--- config.mk ---
export PLATFORM = sky130hd
export DESIGN_NAME = usb_susp_wake_ctl
export DESIGN_NICKNAME = d
export VERILOG_FILES = /design/src/rtl/usb_susp_pkg.sv /design/src/rtl/usb_susp_fsm.sv /design/src/rtl/usb_susp_flags.sv /design/src/rtl/usb_settle_timer.sv /design/src/rtl/usb_susp_wake_ctl.sv
export SDC_FILE = /design/constraint.sdc
export NUM_CORES = 1
export LEC_CHECK = 0
export ABC_AREA = 1
export ABC_CLOCK_PERIOD_IN_PS = 1900
export BUFFER_PORTS_ARGS = -buffer_cell sky130_fd_sc_hd__buf_2
export CORE_AREA = 3 3 73 75
export DETAILED_ROUTE_END_ITERATION = 7
export DIE_AREA = 0 0 76 78
export GPL_ROUTABILITY_DRIVEN = 0
export SLEW_MARGIN = 20
export SYNTH_ARGS = -nofsm -noshare
export SYNTH_HDL_FRONTEND = slang
export SYNTH_SLANG_ARGS = --single-unit
--- constraint.sdc ---
create_clock -name clk -period 1.9 [get_ports clk]
set_input_delay 0.095 -clock clk [delete_from_list [all_inputs] [get_ports clk]]
set_output_delay 0.095 -clock clk [all_outputs]
set_load 0.05 [all_outputs]
--- src/rtl/usb_susp_pkg.sv ---
package usb_susp_pkg;
   typedef enum logic [1:0] {
      LS_ACTIVE = 2'b00,
      LS_IDLE   = 2'b01,
      LS_RESUME = 2'b10,
      LS_RESET  = 2'b11
   } line_e;

   typedef enum logic [1:0] {
      ST_RUN,
      ST_SUSP,
      ST_WAKE,
      ST_DET
   } pm_state_e;

   typedef struct packed {
      logic rst;
      logic wake;
      logic susp;
   } pm_ev_t;
endpackage

--- src/rtl/usb_susp_fsm.sv ---
module usb_susp_fsm
   import usb_susp_pkg::*;
#(
   parameter int IDLE_CYC = 8,
   parameter int DET_CYC  = 4
) (
   input  logic       clk,
   input  logic       rst_n,
   input  logic [1:0] line_state,
   input  logic       clk_ctl_en,
   input  logic       osc_rdy,
   output logic       osc_en,
   output pm_ev_t     ev,
   output pm_state_e  state
);
   localparam int IW = $clog2(IDLE_CYC + 1);
   localparam int DW = $clog2(DET_CYC + 1);
   localparam logic [IW-1:0] IDLE_LAST = IW'(IDLE_CYC - 1);
   localparam logic [DW-1:0] DET_LAST  = DW'(DET_CYC - 1);

   line_e           ls;
   pm_state_e       nxt;
   logic [IW-1:0]   idle_cnt;
   logic [DW-1:0]   det_cnt;

   assign ls = line_e'(line_state);

   always_comb begin
      nxt = state;
      ev  = '0;
      unique case (state)
         ST_RUN: begin
            if (ls == LS_IDLE && idle_cnt == IDLE_LAST) begin
               nxt     = ST_SUSP;
               ev.susp = 1'b1;
            end
         end
         ST_SUSP: begin
            if (ls == LS_RESUME || ls == LS_RESET) nxt = ST_WAKE;
         end
         ST_WAKE: begin
            if (osc_rdy) nxt = ST_DET;
         end
         ST_DET: begin
            if (ls == LS_IDLE) begin
               nxt = ST_SUSP;
            end else if (det_cnt == DET_LAST) begin
               nxt     = ST_RUN;
               ev.wake = 1'b1;
               ev.rst  = (ls == LS_RESET);
            end
         end
         default: nxt = ST_RUN;
      endcase
   end

   always_ff @(posedge clk or negedge rst_n) begin
      if (!rst_n) begin
         state    <= ST_RUN;
         idle_cnt <= '0;
         det_cnt  <= '0;
      end else begin
         state    <= nxt;
         idle_cnt <= (state == ST_RUN && ls == LS_IDLE && nxt == ST_RUN)
                     ? idle_cnt + 1'b1 : '0;
         det_cnt  <= (state == ST_DET && nxt == ST_DET) ? det_cnt + 1'b1 : '0;
      end
   end

   assign osc_en = !(state == ST_SUSP && clk_ctl_en);

   // suspend is only ever entered from running on an idle line
   p_susp_from_idle_r10: assert property (@(posedge clk) disable iff (!rst_n)
      (state == ST_SUSP && $past(state) == ST_RUN) |-> $past(ls == LS_IDLE));

   // the check window opens only after the oscillator reported ready
   p_det_after_ready_r3: assert property (@(posedge clk) disable iff (!rst_n)
      (state == ST_DET && $past(state) == ST_WAKE) |-> $past(osc_rdy));

   // leaving the check for suspend never produces an event
   p_false_wake_quiet_r4: assert property (@(posedge clk) disable iff (!rst_n)
      (state == ST_DET && nxt == ST_SUSP) |-> (ev == '0));
endmodule

--- src/rtl/usb_susp_flags.sv ---
module usb_susp_flags
   import usb_susp_pkg::*;
#(
   parameter int NFLAG = 3
) (
   input  logic             clk,
   input  logic             rst_n,
   input  pm_ev_t           ev,
   input  logic [NFLAG-1:0] flag_clr,
   input  logic             susp_irq_en,
   input  logic             rst_irq_en,
   output logic [NFLAG-1:0] sts,
   output logic             susp_int,
   output logic             evt_int
);
   logic [NFLAG-1:0] set_v;
   assign set_v = {ev.rst, ev.wake, ev.susp};

   for (genvar i = 0; i < NFLAG; i++) begin : g_flag
      always_ff @(posedge clk or negedge rst_n) begin
         if (!rst_n) sts[i] <= 1'b0;
         else        sts[i] <= set_v[i] | (sts[i] & ~flag_clr[i]);
      end

      // a bit holds unless cleared
      p_sticky_r8: assert property (@(posedge clk) disable iff (!rst_n)
         ($past(sts[i]) && !$past(flag_clr[i])) |-> sts[i]);

      // a new event wins over a clear in the same cycle
      p_set_wins_r8: assert property (@(posedge clk) disable iff (!rst_n)
         $past(set_v[i]) |-> sts[i]);
   end

   assign susp_int = susp_irq_en & (sts[0] | sts[1]);
   assign evt_int  = rst_irq_en & sts[2];
endmodule

--- src/rtl/usb_settle_timer.sv ---
module usb_settle_timer #(
   parameter int SETTLE_W = 16
) (
   input  logic                clk,
   input  logic                rst_n,
   input  logic                stop_req,
   input  logic                wake_line,
   input  logic [SETTLE_W-1:0] load_val,
   output logic                cpu_rdy
);
   logic                rdy_q;
   logic                counting;
   logic [SETTLE_W-1:0] cnt;

   always_ff @(posedge clk or negedge rst_n) begin
      if (!rst_n) begin
         rdy_q    <= 1'b1;
         counting <= 1'b0;
         cnt      <= '0;
      end else if (rdy_q) begin
         counting <= 1'b0;
         if (stop_req) rdy_q <= 1'b0;
      end else if (!counting) begin
         if (wake_line) begin
            cnt      <= load_val;
            counting <= 1'b1;
         end
      end else if (cnt == '0) begin
         rdy_q    <= 1'b1;
         counting <= 1'b0;
      end else begin
         cnt <= cnt - 1'b1;
      end
   end

   assign cpu_rdy = rdy_q;

   // ready returns only after the count has run out
   p_rdy_after_count_r9: assert property (@(posedge clk) disable iff (!rst_n)
      $rose(rdy_q) |-> $past(counting && cnt == '0));

   // stop is held until a wake line starts the count
   p_stop_held_r9: assert property (@(posedge clk) disable iff (!rst_n)
      ($past(!rdy_q && !counting) && !$past(wake_line)) |-> !rdy_q);
endmodule

--- src/rtl/usb_susp_wake_ctl.sv ---
module usb_susp_wake_ctl
   import usb_susp_pkg::*;
#(
   parameter int IDLE_CYC      = 8,
   parameter int DET_CYC       = 4,
   parameter int SETTLE_W      = 16,
   parameter bit PLL_AFTER_OSC = 1'b1
) (
   input  logic                clk,
   input  logic                rst_n,
   input  logic [1:0]          line_state,
   input  logic                clk_ctl_en,
   input  logic                susp_irq_en,
   input  logic                rst_irq_en,
   input  logic [2:0]          flag_clr,
   input  logic                stop_req,
   input  logic [SETTLE_W-1:0] settle_cnt,
   input  logic                osc_rdy,
   output logic                osc_en,
   output logic                pll_en,
   output logic                susp_int,
   output logic                evt_int,
   output logic                susp_sts,
   output logic                wake_sts,
   output logic                rst_sts,
   output logic                cpu_clk_rdy
);
   localparam int NFLAG = 3;

   if (IDLE_CYC < 2) begin : g_bad_idle
      $error("IDLE_CYC must be at least 2");
   end
   if (DET_CYC < 1) begin : g_bad_det
      $error("DET_CYC must be at least 1");
   end
   if (SETTLE_W < 1 || SETTLE_W > 32) begin : g_bad_settle
      $error("SETTLE_W must lie in 1..32");
   end

   pm_ev_t           ev;
   pm_state_e        state;
   logic [NFLAG-1:0] sts;

   usb_susp_fsm #(
      .IDLE_CYC (IDLE_CYC),
      .DET_CYC  (DET_CYC)
   ) u_fsm (
      .clk        (clk),
      .rst_n      (rst_n),
      .line_state (line_state),
      .clk_ctl_en (clk_ctl_en),
      .osc_rdy    (osc_rdy),
      .osc_en     (osc_en),
      .ev         (ev),
      .state      (state)
   );

   usb_susp_flags #(
      .NFLAG (NFLAG)
   ) u_flags (
      .clk         (clk),
      .rst_n       (rst_n),
      .ev          (ev),
      .flag_clr    (flag_clr),
      .susp_irq_en (susp_irq_en),
      .rst_irq_en  (rst_irq_en),
      .sts         (sts),
      .susp_int    (susp_int),
      .evt_int     (evt_int)
   );

   usb_settle_timer #(
      .SETTLE_W (SETTLE_W)
   ) u_settle (
      .clk       (clk),
      .rst_n     (rst_n),
      .stop_req  (stop_req),
      .wake_line (susp_int),
      .load_val  (settle_cnt),
      .cpu_rdy   (cpu_clk_rdy)
   );

   if (PLL_AFTER_OSC) begin : g_pll_seq
      assign pll_en = osc_en & osc_rdy;
      // the PLL never runs ahead of the oscillator
      p_pll_after_osc_r3: assert property (@(posedge clk) disable iff (!rst_n)
         pll_en |-> (osc_en && osc_rdy));
   end else begin : g_pll_par
      assign pll_en = osc_en;
   end

   assign susp_sts = sts[0];
   assign wake_sts = sts[1];
   assign rst_sts  = sts[2];

   // clocks are gated only with clock control allowed
   p_gate_needs_en_r2: assert property (@(posedge clk) disable iff (!rst_n)
      $fell(osc_en) |-> clk_ctl_en);

   // reset start never appears without a wake-up
   p_rst_with_wake_r6: assert property (@(posedge clk) disable iff (!rst_n)
      $rose(rst_sts) |-> wake_sts);

   // a masked reset source keeps its line low
   p_evt_masked_r7: assert property (@(posedge clk) disable iff (!rst_n)
      !rst_irq_en |-> !evt_int);
endmodule

## Word-level counts from Yosys, hierarchy flattened

Cells that the tools add are included.

- Register bits after elaboration: 30
- Input bits: 28

- Add/subtract/negate cells: 3
- Equality and inequality tests: 10
- Mux-type cells: 24
- Bitwise gates (word level): 14
- Reductions and logical operators: 12

Operator list:

| operator | number |
|---|---|
| $mux W16 | 3 |
| $logic_not A16 Y1 | 1 |
| $mux W2 | 8 |
| $sub A16 B1 Y16 const B | 1 |
| $eq A2 B2 Y1 const B | 5 |
| $mux W1 | 10 |
| $pmux W2 S4 | 1 |
| $and A1 B1 Y1 | 6 |
| $logic_and A1 B1 Y1 | 5 |
| $add A4 B1 Y4 const B | 1 |
| $eq A2 B1 Y1 const B | 2 |
| $eq A4 B3 Y1 const B | 1 |
| $logic_not A2 Y1 | 2 |
| $mux W4 | 1 |
| $not A1 Y1 | 4 |
| $or A1 B1 Y1 | 4 |
| $add A3 B1 Y3 const B | 1 |
| $eq A3 B2 Y1 const B | 1 |
| $mux W3 | 1 |
| $reduce_and A3 Y1 | 1 |
| $ne A2 B2 Y1 const B | 1 |
| $reduce_bool A2 Y1 | 1 |
| $logic_not A1 Y1 | 1 |
| $logic_or A1 B1 Y1 | 1 |

## Logic depth before layout (Yosys ltp)

Gate-level depths: netlist of the first run.

- Word-level depth: 7
- Mapped depth: 12

## Modules after synthesis

From an unflattened synthesis of the first run, not the netlist that was laid out.

- Cells, all modules: 283
- Area total of the unflattened synthesis: 1919.3 um2

By module, submodules not included:

| module | instances | cells an instance | area each (um2) | sequential area each (um2) |
|---|---|---|---|---|
| usb_settle_timer | 1 | 202 | 1298.7 | 451.7 |
| usb_susp_fsm | 1 | 59 | 474.2 | 225.2 |
| usb_susp_flags | 1 | 20 | 138.9 | 75.1 |
| usb_susp_wake_ctl | 1 | 2 | 7.5 | 0.0 |

## Worst setup path before layout of the first run

OpenSTA, ideal clock, no wires.

- Path kind: reg2reg
- Start point: register u_settle.cnt[0]
- End point: register u_settle.cnt[7]
- Setup time: 0.123 ns
- Data arrival time: 1.398 ns
- Path slack: 0.379 ns
- Stages on the path, launching flop included: 13
- Cell sequence: dfrtp_1 -> inv_1 -> ha_1 -> inv_1 -> nor2_1 -> nand2_1 -> nor2_1 -> nand2_2 -> nand3_4 -> inv_4 -> buf_6 -> nand2_1 -> nand2_1

- Cells in the longest elaborated chain, start to end: 3
- Elaborated cells on any way between the ends: 6

RTL lines:

| item | line | text |
|---|---|---|
| from (decl) | usb_settle_timer.sv:13 | `logic [SETTLE_W-1:0] cnt;` |
| from (signal assigned) | usb_settle_timer.sv:25 | `cnt <= load_val;` |
| from (signal assigned) | usb_settle_timer.sv:32 | `cnt <= cnt - 1'b1;` |
| $sub A16 B1 Y16 or $logic_not A16 Y1 (tied branches) | usb_settle_timer.sv:32, usb_settle_timer.sv:28 |  |
| $mux W16 or $ne A2 B2 Y1 (tied branches) | n/a |  |
| $mux W16 or $reduce_and A3 Y1 (tied branches) | n/a |  |

Several ways; a longest one is shown, not always the timed one. The select of a mux whose other input is x is not followed.
A chain may end at the register's enable or synchronous reset.

## Final worst setup path of the first run

Same ends and word-level chain as after synthesis.

==> impl_metrics.json, run 1 <==
{
  "area_growth_pct": 21.9,
  "antenna_found_initial": 0,
  "setup_slack_ns": 0.226,
  "maxCapViolations": 0,
  "worstPathArrival_ns": 1.90,
  "clock_skew_ns": 0.00310,
  "ys_ff_latch": 30,
  "num_vias": 1797,
  "synthFlopType": "dfrtp_1",
  "rsz0062_at_grt": "no",
  "diodes": 0,
  "synth_edf_count": 0,
  "dpl_cell_area_sq_mm": 0.00212,
  "fp.dieArea_sq_mm": 0.00593,
  "cts.sinks": 30,
  "numCtsBuffers": 5,
  "routed_wl_mm": 4.39,
  "multi_input_comb_area_sq_um": 956,
  "grt_max_degree": 31,
  "cp_num_buf_inv": 3,
  "drc": 0,
  "cts_tree": "yes",
  "grt_pass1_vias": 1711,
  "fin_nets": 350,
  "path_cells": "inv_1 > ha_1 > inv_1 > nor2_1 > nand2_1 > nor2_1 > nand2_2 > nand3_4 > buf_4 > o21ai_0 > nand2_1",
  "synth_area_leader_cell": "dfrtp_1",
  "async_flop_share": 1.00,
  "cts_htree_levels": 2,
  "wl_per_cell_um": 11.4,
  "synthTopCellsByCount": "nand2_1 (86), nor2_1 (37), inv_1 (33)",
  "ff_latch_area_sq_um": 752,
  "postRouteAntennaNets": 0,
  "n_fill_cell": 498,
  "drv_slew": 0,
  "die_x_um": 76,
  "crit_slowest_cell": "dfrtp_1",
  "initial_core_util": 0.398,
  "clk_pin_slew_ns": 0.07,
  "netlist_area_sq_mm": 0.00188,
  "worstMarginPinSlew_ns": 0.684,
  "core_area_sq_mm": 0.00472,
  "dpl.hpwl_mm": 3.30,
  "outcome": "finished clean",
  "grt_pass1_wl_mm": 7.62,
  "io_buffers": 35,
  "fin_crit_sh": 0.881,
  "cts.path.max_buffers": 2,
  "p_per_area_mw_per_mm2": 1310,
  "clkLatencyLatePin_ns": 0.29,
  "grt-ovfl-total": 0,
  "drive_gt1_frac": 0.195,
  "ys_top_cells_by_area": "dfrtp_1 (39%), nand2_1 (17%), nor2_1 (7.4%), inv_1 (6.6%), nand3_1 (5.6%)",
  "io_pins": 36,
  "worstPathMaxFanout": 12,
  "max_clock_freq_mhz": 597,
  "rows": 25,
  "dpl_worst_slack_ns": 0.195,
  "die_h_um": 78,
  "setup-violations-final": 0,
  "leakage_uw": 0.00124,
  "synth.most_common_cell": "nand2_1",
  "whs_ns": 0.00987,
  "cp_top_family": "simple AND/OR/NAND/NOR gates",
  "min_period_ns": 1.67,
  "root_buffer": "clkbuf_8",
  "syn-instance-count": 269,
  "critPathKind": "reg -> reg",
  "drtIter0Drc": 69,
  "crit_path_end_kind": "register",
  "synth_warnings": 0,
  "dr.pass1.iters": 4,
  "startpoint_type": "register",
  "hold_path_class": "in -> reg",
  "slowest_delay_ns": 0.38,
  "syn_nets": 302,
  "ys_types": 31,
  "max-vdd-ir-drop_mv": 0.512,
  "vias_per_cell": 4.67,
  "finalSetupTns_ns": 0,
  "grt_usage": 0.158,
  "ys_seq_area_frac": 0.400,
  "max-slew-margin-rel": 0.544,
  "hold_violations": 0,
  "synth_area_per_cell_sq_um": 6.98,
  "yosysTopAreaCellShare": 0.386,
  "final_area_sq_mm": 0.00229,
  "required_ns": 2.13
}
-- state kept, by name, summed over array words and instances (netlist names) --
name               flops
u_settle.cnt          16
u_fsm.idle_cnt         4
u_flags.sts            3
u_fsm.det_cnt          3
u_fsm.state            2
u_settle.counting      1
u_settle.cpu_rdy       1
-- power breakdown --
part           switching, uW  internal, uW
Clock                    257           291
Combinational            874           504
Sequential               238           844
Total                   1370          1640
-- kinds of logic after synthesis --
| family | Yosys count | share of synthesized area |
|---|---|---|
| muxes | 1 | 0.00533 |
| AOI/OAI and AO/OA | 29 | 0.0833 |
| adders and majority gates | 5 | 0.0333 |
| xor gates and xnor gates | 3 | 0.0140 |
| and+or+nand+nor | 161 | 0.373 |
| buffers and inverters | 40 | 0.0906 |
| DFF | 30 | 0.400 |
-- metal layers --
layer | track usage | vias to the layer above | part of all wire | wire [um]
met1 | 0.194 | 815 | 0.46 | 2020
met3 | 0.0418 | 5 | 0.049 | 215
li1 | - | 940 | - | -
met5 | 0 | - | 0 | 0
met2 | 0.272 | 37 | 0.48 | 2100
met4 | 0.0435 | 0 | 0.013 | 56
-- per-stage QoR --
| stage | power [uW] | util | std cells |
|---|---|---|---|
| final | 3010 | 0.485 | 385 |
| after global routing | 3300 | 0.485 | 385 |
| after CTS | 3000 | 0.478 | 381 |
| after detailed placement | 2430 | 0.450 | 369 |
| after global placement | 2420 | 0.450 | 369 |
| after floorplan | 2100 | - | 269 |
-- what timing repair did --
item,in CTS,in global routing
setup buffers,0,4
endpoints found under the hold margin,32,0
setup endpoints to repair,0,10
hold buffers,4,0
gates resized for setup,0,0
-- cell usage in the layout (no fill, tap or decap) --
cell type	synthesis	final
nand3_4	1	1
xor2_1	2	2
nor3_1	1	1
clkinv_2	0	1
nor3b_1	1	1
nor2_2	3	3
o21bai_1	1	1
o22ai_1	3	3
inv_2	1	1
inv_1	33	33
inv_4	1	1
o21a_1	1	1
a21oi_1	9	9
nand2_2	2	2
nor2_4	3	3
xnor2_1	1	1
buf_2	2	35
o31ai_1	1	1
ha_1	5	5
nand4_1	4	4
o21ai_0	10	10
mux2i_1	1	1
nor2_1	37	37
dfrtp_1	29	29
clkinvlp_4	0	1
dfstp_2	1	1
dlygate4sd3_1	0	4
and2_1	1	1
buf_4	0	7
nand3b_1	1	1
nand3_1	21	21
o21ai_1	4	4
clkbuf_8	0	6
nand2_1	86	86
-- final timing paths --
kind / depth (start not counted) / end / slack, ns / from
hold reg to reg: 1 / u_fsm.det_cnt[0] / 0.43 / u_fsm.det_cnt[0]
max in group asynchronous: 2 / u_fsm.idle_cnt[0] / 1.07 / rst_n
min in group asynchronous: 2 / u_settle.cnt[8] / 0.39 / rst_n
setup / recovery: 11 / u_settle.cnt[7] / 0.23 / u_settle.cnt[0]
hold / removal: 2 / u_flags.sts[2] / 0.01 / flag_clr[2]
setup reg to reg: 11 / u_settle.cnt[7] / 0.23 / u_settle.cnt[0]
-- area by class of cell --
class | instances | area share
clock buffer | 6 | 0.0361
multi-input combinational | 199 | 0.418
clock inverter | 2 | 0.00547
inverter | 35 | 0.0585
tap | 67 | 0.0366
sequential | 30 | 0.329
timing repair buffer | 46 | 0.117
(Power assumes the default switching activity.)
==> run 2: changes to the inputs <==
--- a/config.mk
+++ b/config.mk
@@ -5,12 +5,11 @@
 export SDC_FILE = /design/constraint.sdc
 export NUM_CORES = 1
 export LEC_CHECK = 0
-export ABC_AREA = 1
 export ABC_CLOCK_PERIOD_IN_PS = 1900
 export BUFFER_PORTS_ARGS = -buffer_cell sky130_fd_sc_hd__buf_2
-export CORE_AREA = 3 3 73 75
+export CORE_AREA = 3 3 70 72
 export DETAILED_ROUTE_END_ITERATION = 7
-export DIE_AREA = 0 0 76 78
+export DIE_AREA = 0 0 73 75
 export GPL_ROUTABILITY_DRIVEN = 0
 export SLEW_MARGIN = 20
 export SYNTH_ARGS = -nofsm -noshare
==> impl_metrics.json, run 2 <==
{
  "outcome": "complete, but fails checks",
  "failed_checks": "negative setup slack",
  "grt_max_degree": 31,
  "drive_gt1_frac": 0.414,
  "crit_path_end_kind": "register",
  "final_area_sq_mm": 0.00253,
  "clk_pin_slew_ns": 0.07,
  "clkLatencyLatePin_ns": 0.28,
  "netlist_area_sq_mm": 0.00173,
  "synth.most_common_cell": "dfrtp_1",
  "synth_area_per_cell_sq_um": 9.27,
  "setup-violations-final": 1,
  "ys_ff_latch": 30,
  "ys_seq_area_frac": 0.434,
  "core_area_sq_mm": 0.00435,
  "synthTopCellsByCount": "dfrtp_1 (29), nor2_1 (20), a21oi_1 (11)",
  "cts.sinks": 30,
  "setup_slack_ns": -0.0400,
  "min_period_ns": 1.94,
  "fp.dieArea_sq_mm": 0.00548,
  "clock_skew_ns": 0.00856,
  "antenna_found_initial": 0,
  "wl_per_cell_um": 14.7,
  "worstPathMaxFanout": 3,
  "largest_reg_flops": 16,
  "root_buffer": "clkbuf_8",
  "drv_slew": 0,
  "drtIter0Drc": 146,
  "required_ns": 2.06,
  "utilization": 0.580,
  "syn_nets": 220,
  "critPathKind": "reg -> reg",
  "area_growth_pct": 45.8,
  "ff_latch_area_sq_um": 754,
  "drc": 0,
  "routed_wl_mm": 4.52,
  "maxCapViolations": 0,
  "rsz0062_at_grt": "yes",
  "synth_warnings": 0,
  "cp-startpoint": "u_settle.cnt[2]",
  "multi_input_comb_area_sq_mm": 0.00106,
  "fin_nets": 288,
  "max-vdd-ir-drop_mv": 0.625,
  "max-slew-margin-rel": 0.524,
  "mostFrequentLayoutCells": "buf_2 (35), dfrtp_1 (27), buf_4 (22)",
  "postRouteAntennaNets": 0,
  "fin_crit_sh": 1.02,
  "ys_types": 42,
  "dpl_cell_area_sq_mm": 0.00210,
  "num_vias": 1613,
  "numCtsBuffers": 5,
  "die_h_um": 75,
  "io_pins": 36,
  "async_flop_share": 1.00,
  "grt_pass1_vias": 1600,
  "rows": 24,
  "dr.pass1.iters": 4,
  "p_per_area_mw_per_mm2": 1150,
  "grt_pass1_wl_mm": 7.30,
  "top_register": "u_settle.cnt",
  "worstMarginPinSlew_ns": 0.715,
  "vias_per_cell": 5.24,
  "io_buffers": 35,
  "synth_edf_count": 0,
  "syn-instance-count": 187,
  "synth_area_leader_cell": "dfrtp_1",
  "n_fill_cell": 376,
  "grt_usage": 0.173,
  "dpl.hpwl_mm": 2.94,
  "startpoint_type": "register",
  "diodes": 0,
  "hp-start": "line_state[1]",
  "r2r_start": "u_settle.cnt[2]",
  "ys_top_cells_by_area": "dfrtp_1 (42%), mux2i_1 (5.8%), nor2_1 (4.3%), ha_1 (3.6%), o22ai_1 (3.2%)",
  "cts_htree_levels": 2,
  "hold_violations": 0,
  "die_x_um": 73,
  "finalSetupTns_ns": -0.0400,
  "worstPathArrival_ns": 2.10,
  "largestRegisters": "u_settle.cnt x16, u_fsm.idle_cnt x4",
  "synthFlopType": "dfrtp_1",
  "cts.path.max_buffers": 2,
  "initial_core_util": 0.398,
  "hold_path_class": "in -> reg",
  "leakage_uw": 0.00108,
  "max_clock_freq_mhz": 515,
  "cts_tree": "yes",
  "final_common_cell": "buf_2",
  "grt-ovfl-total": 0,
  "yosysTopAreaCellShare": 0.419
}
==> run 2: cell count changes after synthesis, sizes merged, moves of 4 or more <==
| cell | change |
|---|---|
| or3 | +5 |
| nand2b | +8 |
| mux2i | +9 |
| o22ai | +6 |
| nand3 | -16 |
| nor2 | -23 |
| o21ai | -4 |
| inv | -26 |
| nor3 | +8 |
| nand2 | -79 |
==> run 2: area by class of cell <==
class,instances,area share
clock buffers,7,0.0342
clock inverters,1,0.00198
inverters,9,0.0134
multi-input cells,139,0.420
flip-flops and latches,30,0.299
well taps,52,0.0258
repair buffers,70,0.206
==> run 2: through the flow <==
step | total power, uW | instances | setup WS, ns | hold slack, ns
6_report | 2900 | 308 | -0.0400 | 0.0483
2_1_floorplan | 1630 | 187 | -0.0380 | -0.201
4_1_cts | 2620 | 303 | -0.0314 | 0.0375
3_5_place_dp | 2020 | 287 | -0.0831 | 0.192
5_1_grt | 3110 | 308 | -0.120 | 0.0838
3_3_place_gp | 2010 | 287 | -0.0402 | 0.175
==> run 2: repair_timing <==
action / in CTS / in global routing
buffers inserted: 3 / 4
endpoints found under the setup margin: 13 / 16
pin swaps: 1 / 4
gates resized for setup: 7 / 33
gates cloned: 0 / 2
hold buffers: 5 / 0
hold endpoints to repair: 33 / 0
==> run 2: path summary, 6_finish.rpt <==
check / slack (ns) / endpoint / cells past startpoint
worst max-delay path: -0.04 / u_settle.cnt[15] / 5
worst min register to register: 0.43 / u_fsm.det_cnt[0] / 1
worst min-delay path: 0.05 / u_fsm.state[0] / 2
min in group asynchronous: 0.40 / u_settle.cnt[5] / 2
worst max register to register: -0.04 / u_settle.cnt[15] / 5
max in group asynchronous: 1.00 / u_flags.sts[0] / 2
==> run 2: critical path: stages, from the launching register on <==
cell and delay, ns:
dfrtp_1 0.40, or4_4 0.56, or4_4 0.45, nor3_4 0.13, mux2i_1 0.19, a21oi_1 0.08
==> run 2: logic make-up (layout without fill, tap and decap cells) <==
group | count (synthesis) | count (layout) | synth area share
buf+inv | 18 | 87 | 0.0498
xor+xnor | 2 | 2 | 0.0101
flops | 30 | 30 | 0.434
simple gates | 82 | 82 | 0.269
fa+ha+maj | 5 | 5 | 0.0361
compound gates | 40 | 40 | 0.144
mux | 10 | 10 | 0.0578
==> run 2: power breakdown <==
group | switching, uW | leakage, uW | internal, uW
clock | 254 | 0.0000482 | 292
combinational | 649 | 0.000689 | 709
sequential | 181 | 0.000344 | 817
==> run 2: routing by layer <==
layer | GRT usage | part of all wire | vias to the layer above
li1 | - | - | 809
met1 | 0.223 | 0.46 | 766
met2 | 0.292 | 0.49 | 31
met3 | 0.0320 | 0.032 | 7
met4 | 0.0615 | 0.012 | 0
met5 | 0 | 0 | -
